$ cat src/rtl/seqctl_pkg.sv
package seqctl_pkg;

    localparam int PHASE_W = 3;

    typedef enum logic [PHASE_W-1:0] {
        PH_IDLE   = 3'd0,
        PH_ARM    = 3'd1,
        PH_FIRST  = 3'd2,
        PH_WAIT   = 3'd3,
        PH_MORE   = 3'd4,
        PH_FINISH = 3'd5
    } phase_e;

    typedef struct packed {
        phase_e phase;
    } ctl_state_t;

    typedef struct packed {
        logic clr;
        logic seed;
        logic req;
        logic wr;
        logic done;
    } ctl_out_t;

endpackage

$ cat src/rtl/seqctl_next.sv
module seqctl_next
    import seqctl_pkg::*;
(
    input  ctl_state_t cur_i,
    input  logic       run_en_i,
    input  logic       ready_i,
    input  logic       last_i,
    output ctl_state_t nxt_o
);
    always_comb begin
        nxt_o = cur_i;
        unique case (cur_i.phase)
            PH_IDLE: begin
                if (run_en_i) nxt_o.phase = PH_ARM;
            end
            PH_ARM: begin
                if (last_i)       nxt_o.phase = PH_FINISH;
                else if (ready_i) nxt_o.phase = PH_FIRST;
            end
            PH_FIRST: nxt_o.phase = PH_WAIT;
            PH_WAIT: begin
                if (last_i)       nxt_o.phase = PH_FINISH;
                else if (ready_i) nxt_o.phase = PH_MORE;
            end
            PH_MORE:   nxt_o.phase = PH_WAIT;
            PH_FINISH: nxt_o.phase = PH_IDLE;
            default:   nxt_o.phase = PH_IDLE;
        endcase
    end
endmodule

$ cat src/rtl/seqctl_decode.sv
module seqctl_decode
    import seqctl_pkg::*;
(
    input  ctl_state_t cur_i,
    output ctl_out_t   out_o
);
    always_comb begin
        out_o = '0;
        unique case (cur_i.phase)
            PH_IDLE:   out_o.clr  = 1'b1;
            PH_ARM:    out_o.seed = 1'b1;
            PH_FIRST, PH_MORE: begin
                out_o.seed = 1'b1;
                out_o.req  = 1'b1;
                out_o.wr   = 1'b1;
            end
            PH_WAIT:   out_o.seed = 1'b1;
            PH_FINISH: out_o.done = 1'b1;
            default:   out_o.clr  = 1'b1;
        endcase
    end
endmodule

$ cat src/rtl/seqctl_top.sv
module seqctl_top
    import seqctl_pkg::*;
(
    input  logic clk,
    input  logic rst_n,
    input  logic run_en,
    input  logic arr_ready,
    input  logic arr_last,
    output logic cell_clr,
    output logic chain_seed,
    output logic cube_req,
    output logic cube_wr,
    output logic run_done
);
    ctl_state_t state_q;
    ctl_state_t state_d;
    ctl_state_t step_d;
    ctl_out_t   dec_q;

    seqctl_next u_next (
        .cur_i    (state_q),
        .run_en_i (run_en),
        .ready_i  (arr_ready),
        .last_i   (arr_last),
        .nxt_o    (step_d)
    );

    always_comb begin
        state_d = step_d;
        if (!rst_n) state_d.phase = PH_IDLE;
    end

    always_ff @(posedge clk) begin
        state_q <= state_d;
    end

    seqctl_decode u_dec (
        .cur_i (state_q),
        .out_o (dec_q)
    );

    assign cell_clr   = dec_q.clr;
    assign chain_seed = dec_q.seed;
    assign cube_req   = dec_q.req;
    assign cube_wr    = dec_q.wr;
    assign run_done   = dec_q.done;

    p_idle_hold_r2: assert property (@(posedge clk) disable iff (!rst_n)
        (cell_clr && !run_en) |=> cell_clr);

    p_start_r3: assert property (@(posedge clk) disable iff (!rst_n)
        (cell_clr && run_en) |=> (chain_seed && !cell_clr && !cube_req));

    p_last_wins_r4: assert property (@(posedge clk) disable iff (!rst_n)
        (chain_seed && !cube_req && arr_last) |=> run_done);

    p_ready_pulse_r6: assert property (@(posedge clk) disable iff (!rst_n)
        (chain_seed && !cube_req && arr_ready && !arr_last) |=> cube_req);

    p_done_once_r7: assert property (@(posedge clk) disable iff (!rst_n)
        run_done |=> (cell_clr && !run_done));

    p_one_role_r8: assert property (@(posedge clk) disable iff (!rst_n)
        $onehot({cell_clr, chain_seed, run_done}));

    p_wr_match_r9: assert property (@(posedge clk) disable iff (!rst_n)
        (cube_wr == cube_req) && !(cube_req && (cell_clr || run_done)));

    p_no_back_to_back_r11: assert property (@(posedge clk) disable iff (!rst_n)
        cube_req |=> (chain_seed && !cube_req));

endmodule

$ cat config.mk
export PLATFORM = sky130hd
export DESIGN_NAME = seqctl_top
export DESIGN_NICKNAME = d
export VERILOG_FILES = /design/src/rtl/seqctl_pkg.sv /design/src/rtl/seqctl_next.sv /design/src/rtl/seqctl_decode.sv /design/src/rtl/seqctl_top.sv
export SDC_FILE = /design/constraint.sdc
export NUM_CORES = 1
export LEC_CHECK = 0
export ABC_AREA = 1
export BUFFER_PORTS_ARGS = -buffer_cell sky130_fd_sc_hd__buf_4
export CORE_AREA = 2 2 39 41
export DETAILED_ROUTE_END_ITERATION = 10
export DIE_AREA = 0 0 41 43
export SLEW_MARGIN = 40
export SYNTH_ARGS = -nofsm -noshare
export SYNTH_HDL_FRONTEND = slang
export SYNTH_HIERARCHICAL = 1
export SYNTH_SLANG_ARGS = --single-unit
$ cat constraint.sdc
create_clock -name clk -period 2.3 [get_ports clk]
set_input_delay 0.575 -clock clk [delete_from_list [all_inputs] [get_ports clk]]
set_output_delay 0.575 -clock clk [all_outputs]
set_load 0.03 [all_outputs]
---- Word level (Yosys, flattened, before mapping) ----
Index checks and enable logic that the tools add are counted.
W data, S select, Z words.
word-level totals
  output and inout bits ................... 5
  input port bits ......................... 5
  register bits after elaboration ......... 3
operators by class
  reductions and logical operators ........ 5
  muxes and demuxes ....................... 10
  equal/unequal tests ..................... 8
operators with widths
  kind                  number
  $mux W3               5
  $pmux W3 S4           1
  $eq A3 B2 Y1 const B  2
  $eq A3 B3 Y1 const B  2
  $ne A3 B3 Y1 const B  2
  $reduce_or A5 Y1      1
  $reduce_or A4 Y1      1
  $eq A3 B1 Y1 const B  1
  $logic_not A3 Y1      1
  $mux W1               3
  $reduce_and A3 Y1     1
  $mux W2               1
  $ne A2 B2 Y1 const B  1
  $reduce_or A2 Y1      1

---- Depth between registers and ports, before layout ----
  word-level depth ........................ 3
  depth in mapped cells ................... 7
  depth with buffers taken out ............ 7

---- Hierarchy ----
Netlist, hierarchy kept.
by module, submodules not included
  module         area an instance (µm²)  times used  sequential area each (µm²)  cells an instance
  seqctl_next    102.6                   1           0.0                         22
  seqctl_top     82.6                    1           60.1                        9
  seqctl_decode  55.1                    1           0.0                         12

---- Least setup slack after synthesis ----
OpenSTA, ideal clock, no wires.
  path kind ............................... reg2out
  start ................................... register state_q[0] (netlist bit)
  end ..................................... output run_done
  data arrival time ....................... 1190 ps
  buffers on the path ..................... 0
  path slack .............................. 535 ps
  required time ........................... 1725 ps
  stages on the path, launching flop included .. 3
  path through ............................ dfxtp_1 inv_1 nor3_1
on the way
  cells in the longest elaborated chain, start to end .. 2
ends and longest elaborated chain
  element                   line                RTL
  start: declaration        seqctl_top.sv:15    ctl_state_t state_q;
  start signal: assignment  seqctl_top.sv:34    state_q <= state_d;
  $eq A3 B3 Y1              seqctl_decode.sv:9  unique case (cur_i.phase)
  $mux W1                   seqctl_decode.sv:9
  end: declaration          seqctl_top.sv:13    output logic run_done
No other way between the ends.

---- Worst setup path in the final report ----
  start ................................... register state_q[2] (netlist bit)
  end ..................................... output cube_req
on the way
  cells in the longest elaborated chain, start to end .. 3
ends and longest elaborated chain
  element                                       line                RTL
  $eq A3 B2 Y1 or $eq A3 B3 Y1 (tied branches)  seqctl_decode.sv:9
  $reduce_or A2 Y1 (no line) (*)                n/a
  $mux W2 (*)                                   seqctl_decode.sv:9
  end: declaration                              seqctl_top.sv:11    output logic cube_req,
Mark *: on every way between the ends. The rest lies on a longest branch, timed or not.

==> run summary <==
VDD sags by at most 0.434 mV. The fraction of final layout cells with drive strength greater than 1 was 36.4%; the worst endpoint required time was 1730 ps. In this run the tightest slew margin relative to its limit is 83.2%. In the post-route analysis, the smallest setup slack over all paths is 575 ps.

The logs give 1 for the H-tree depth reported by CTS and 3 for the number of buffers added by the clock tree synthesis step. Power spread over the standard cell area amounts to 866 nW/um^2. 10 I/O pins were placed. The insertion delay to the later sink of the worst-skew pair came out at 230 ps. The synthesized design contains 0 enable-type register cells. The detail route stage leaves a number of antenna-violating nets equal to 0. The most common cell in the synthesized netlist was sky130_fd_sc_hd__nand2_1.

The tools report the total core area as 1380 um^2. Counting flops with an async set or reset pin after synthesis yields a share of 0%. The post-detailed-routing wire length is 458 um, and the detailed-route wire length per cell is 6.45 um. Global routing used 6.92% of the available tracks across all layers. The first detailed-routing pass ran for 4 iterations. The highest net fanout along the worst path was 5. The overall die width was 41 um; the wire length of the first global-routing pass was 738 um. In this run the biggest area consumer among cell types represents 25.0% of the synthesized area. The maximum clock skew at final layout is 2.06 ps, and the remaining routing DRC violations is 0. The number of buffers inserted for hold repair after clock tree synthesis was 0; the estimated wirelength of the detail-placed design was 378 um. Summed over all cells, the static leakage comes to 0.209 nW. The congestion estimate from routability-driven global placement came to 0.714.

The repair_antennas step left the layout with diodes totalling 0. The total count of max-transition violations in the final report is 0, and the top achievable clock speed is 0.580 GHz. The slew of the pin with the lowest slew margin is 252 ps.

The top register by number of flip-flops is state_q. TritonCTS built the clock tree. The mean post-synth cell area works out to 5.59 um^2.

The flow ran to the end, and the final reports show no timing, DRC or antenna violations. The Yosys step of the flow raised 6 warnings. The number of antenna violations at the first check in global routing was 0. The die area is 1760 um^2. After layout, the minimum clock period comes to 1730 ps. The critical path is of the flip-flop to primary output type. The post-place setup slack came out at 806 ps.

The tightest min-delay check is of the input port to flip-flop type. The initialized floorplan defines 14 standard-cell rows. The number of storage elements in the synthesis netlist is 3, and the number of flip-flops in the largest register is 3.

The clock-pin slew on the worst setup and hold paths is 40 ps, and the total number of vias is 271. Sorting the synthesized cells by area gives the leading types as sky130_fd_sc_hd__dfxtp_1 25%, sky130_fd_sc_hd__nand2_1 20%, sky130_fd_sc_hd__inv_1 13%. The floorplan step set the die height to 43 um. In this run the critical register-to-register path is launched from state_q[2]. In this run the power spent charging and discharging nets is 124 uW.

The run gives 0 as the total count of hold-check failures in the final report. The nature of the critical path endpoint is a primary output. The commonest register cell after synthesis is sky130_fd_sc_hd__dfxtp_1. Entering global routing, the biggest net connects 8 pins. The number of clock sinks seen by CTS came out at 3. Hold is met by 539 ps. Cell-internal power: 176 uW. The share of total power dissipated in sequential elements is 24.9%.

Summed over all layers, the global routing overflow is 0. Clock tree synthesis selected as its root buffer the cell sky130_fd_sc_hd__clkbuf_4. In the synthesized netlist, the cells that appear most often are 13 x sky130_fd_sc_hd__nand2_1, 8 x sky130_fd_sc_hd__inv_1, 4 x sky130_fd_sc_hd__inv_2, 4 x sky130_fd_sc_hd__nor2_1, 3 x sky130_fd_sc_hd__dfxtp_1.

After the first detailed-routing iteration, the DRC count stood at 9. The tools report the combined area of all synthesized cells as 240 um^2. The average vias per placed instance was 3.82; the count of port buffers added during placement was 9. Setup repair after global routing left no endpoint under its margin.

Relative to the synthesized area, the layout overhead comes to 44.3%. The worst hold path begins at rst_n. The logs give 206 for the number of global-route vias before repair and 13 for the count of different cell masters after synthesis.

The synthesized design spends more area on one cell type than any other, namely sky130_fd_sc_hd__dfxtp_1. Max-cap violations in this run came to 0. The proportion of total power due to net switching is 41.4%. The clock power share is 31.3%. Setup violations remaining at the end of the flow were counted as 0. The share of power burned in combinational logic is 43.9%.

The run gives 0 as the number of gates resized after cts. For this configuration, the core starts out at a cell density of 17.4%. The share of the yosys chip area belonging to registers is 25.0%. For the number of nets produced by synthesis, the log shows 48. The portion of the clock cycle consumed by the worst path in the final layout was 75.0%.

The tools report the launch point of the worst path as state_q[2]. In the final layout, the registers with the most flip-flops are state_q (3). The number of nets at the end of the flow came out at 61.

The worst setup path is launched from a flip-flop. Buffers added to address setup during post-CTS repair amount to 0. For the final routed database, the setup TNS stands at 0 ps. STA puts the critical path data arrival time at 1150 ps. Synthesis handed over a netlist of 43 instances. For the clock tree buffer depth, the log shows 2.
cell type report:
cell class / count / area (um^2)
fill: 160 / 1040
clock buffer: 4 / 26.3
inverter: 12 / 45.0
sequential: 3 / 60.1
timing repair buffer: 9 / 67.6
tap: 16 / 20.0
multi-input combinational: 27 / 128
layer usage:
| layer | vias up | GRT usage (%) | share of wire [%] |
|---|---|---|---|
| li1 | 149 | - | - |
| met1 | 113 | 5.77 | 49 |
| met2 | 9 | 9.38 | 41 |
| met3 | 0 | 7.85 | 9.6 |
| met4 | 0 | 4.00 | 0 |
| met5 | - | 0 | 0 |
worst max-delay path, cell delays in order, from the launching register on:
cell	delay, ps
sky130_fd_sc_hd__dfxtp_1	450
sky130_fd_sc_hd__inv_2	80
sky130_fd_sc_hd__nand2_2	80
sky130_fd_sc_hd__nand3_1	80
sky130_fd_sc_hd__inv_1	80
sky130_fd_sc_hd__buf_4	150
cells in the final DEF (no fill, tap or decap):
master	instances
sky130_fd_sc_hd__dfxtp_1	3
sky130_fd_sc_hd__buf_4	9
sky130_fd_sc_hd__nor2_4	1
sky130_fd_sc_hd__nand3_1	2
sky130_fd_sc_hd__nor3_1	1
sky130_fd_sc_hd__o21ai_2	1
sky130_fd_sc_hd__nand4_1	1
sky130_fd_sc_hd__nor2_1	4
sky130_fd_sc_hd__inv_2	4
sky130_fd_sc_hd__o21ai_1	2
sky130_fd_sc_hd__nand2_1	13
sky130_fd_sc_hd__clkbuf_1	1
sky130_fd_sc_hd__clkbuf_4	3
sky130_fd_sc_hd__inv_1	8
sky130_fd_sc_hd__nand2_2	2
stage by stage:
stage / total power, mW / area (um^2) / std cells / utilization, %
after floorplan: 0.170 / 240 / 43 / -
after global placement: 0.208 / 320 / 67 / 23.1
after detailed placement: 0.209 / 320 / 67 / 23.1
after CTS: 0.307 / 347 / 71 / 25.0
after global routing: 0.326 / 347 / 71 / 25.0
final: 0.300 / 347 / 71 / 25.0
power by group through the flow:
stage / clock [mW] / sequential, mW / combinational [mW]
6_report: 0.0938 / 0.0746 / 0.132
5_1_grt: 0.105 / 0.0768 / 0.144
4_1_cts: 0.0987 / 0.0750 / 0.134
3_5_place_dp: 0 / 0.0757 / 0.133
3_3_place_gp: 0 / 0.0752 / 0.133
2_1_floorplan: 0 / 0.0726 / 0.0976
cells by family after synthesis:
logic type             synth area share [%]
AND/OR/NAND/NOR                        45.3
buffers and inverters                  21.9
flip-flops                             25.0
AO/OA/AOI/OAI                          7.81
path summary, 6_finish.rpt:
check             slack [ps]         end  depth (start not counted)
setup / recovery         570    cube_req                          5
hold / removal           540  state_q[2]                          3
setup reg to reg        1350  state_q[1]                          7
hold reg to reg          720  state_q[2]                          6
(Power assumes the default switching activity.)
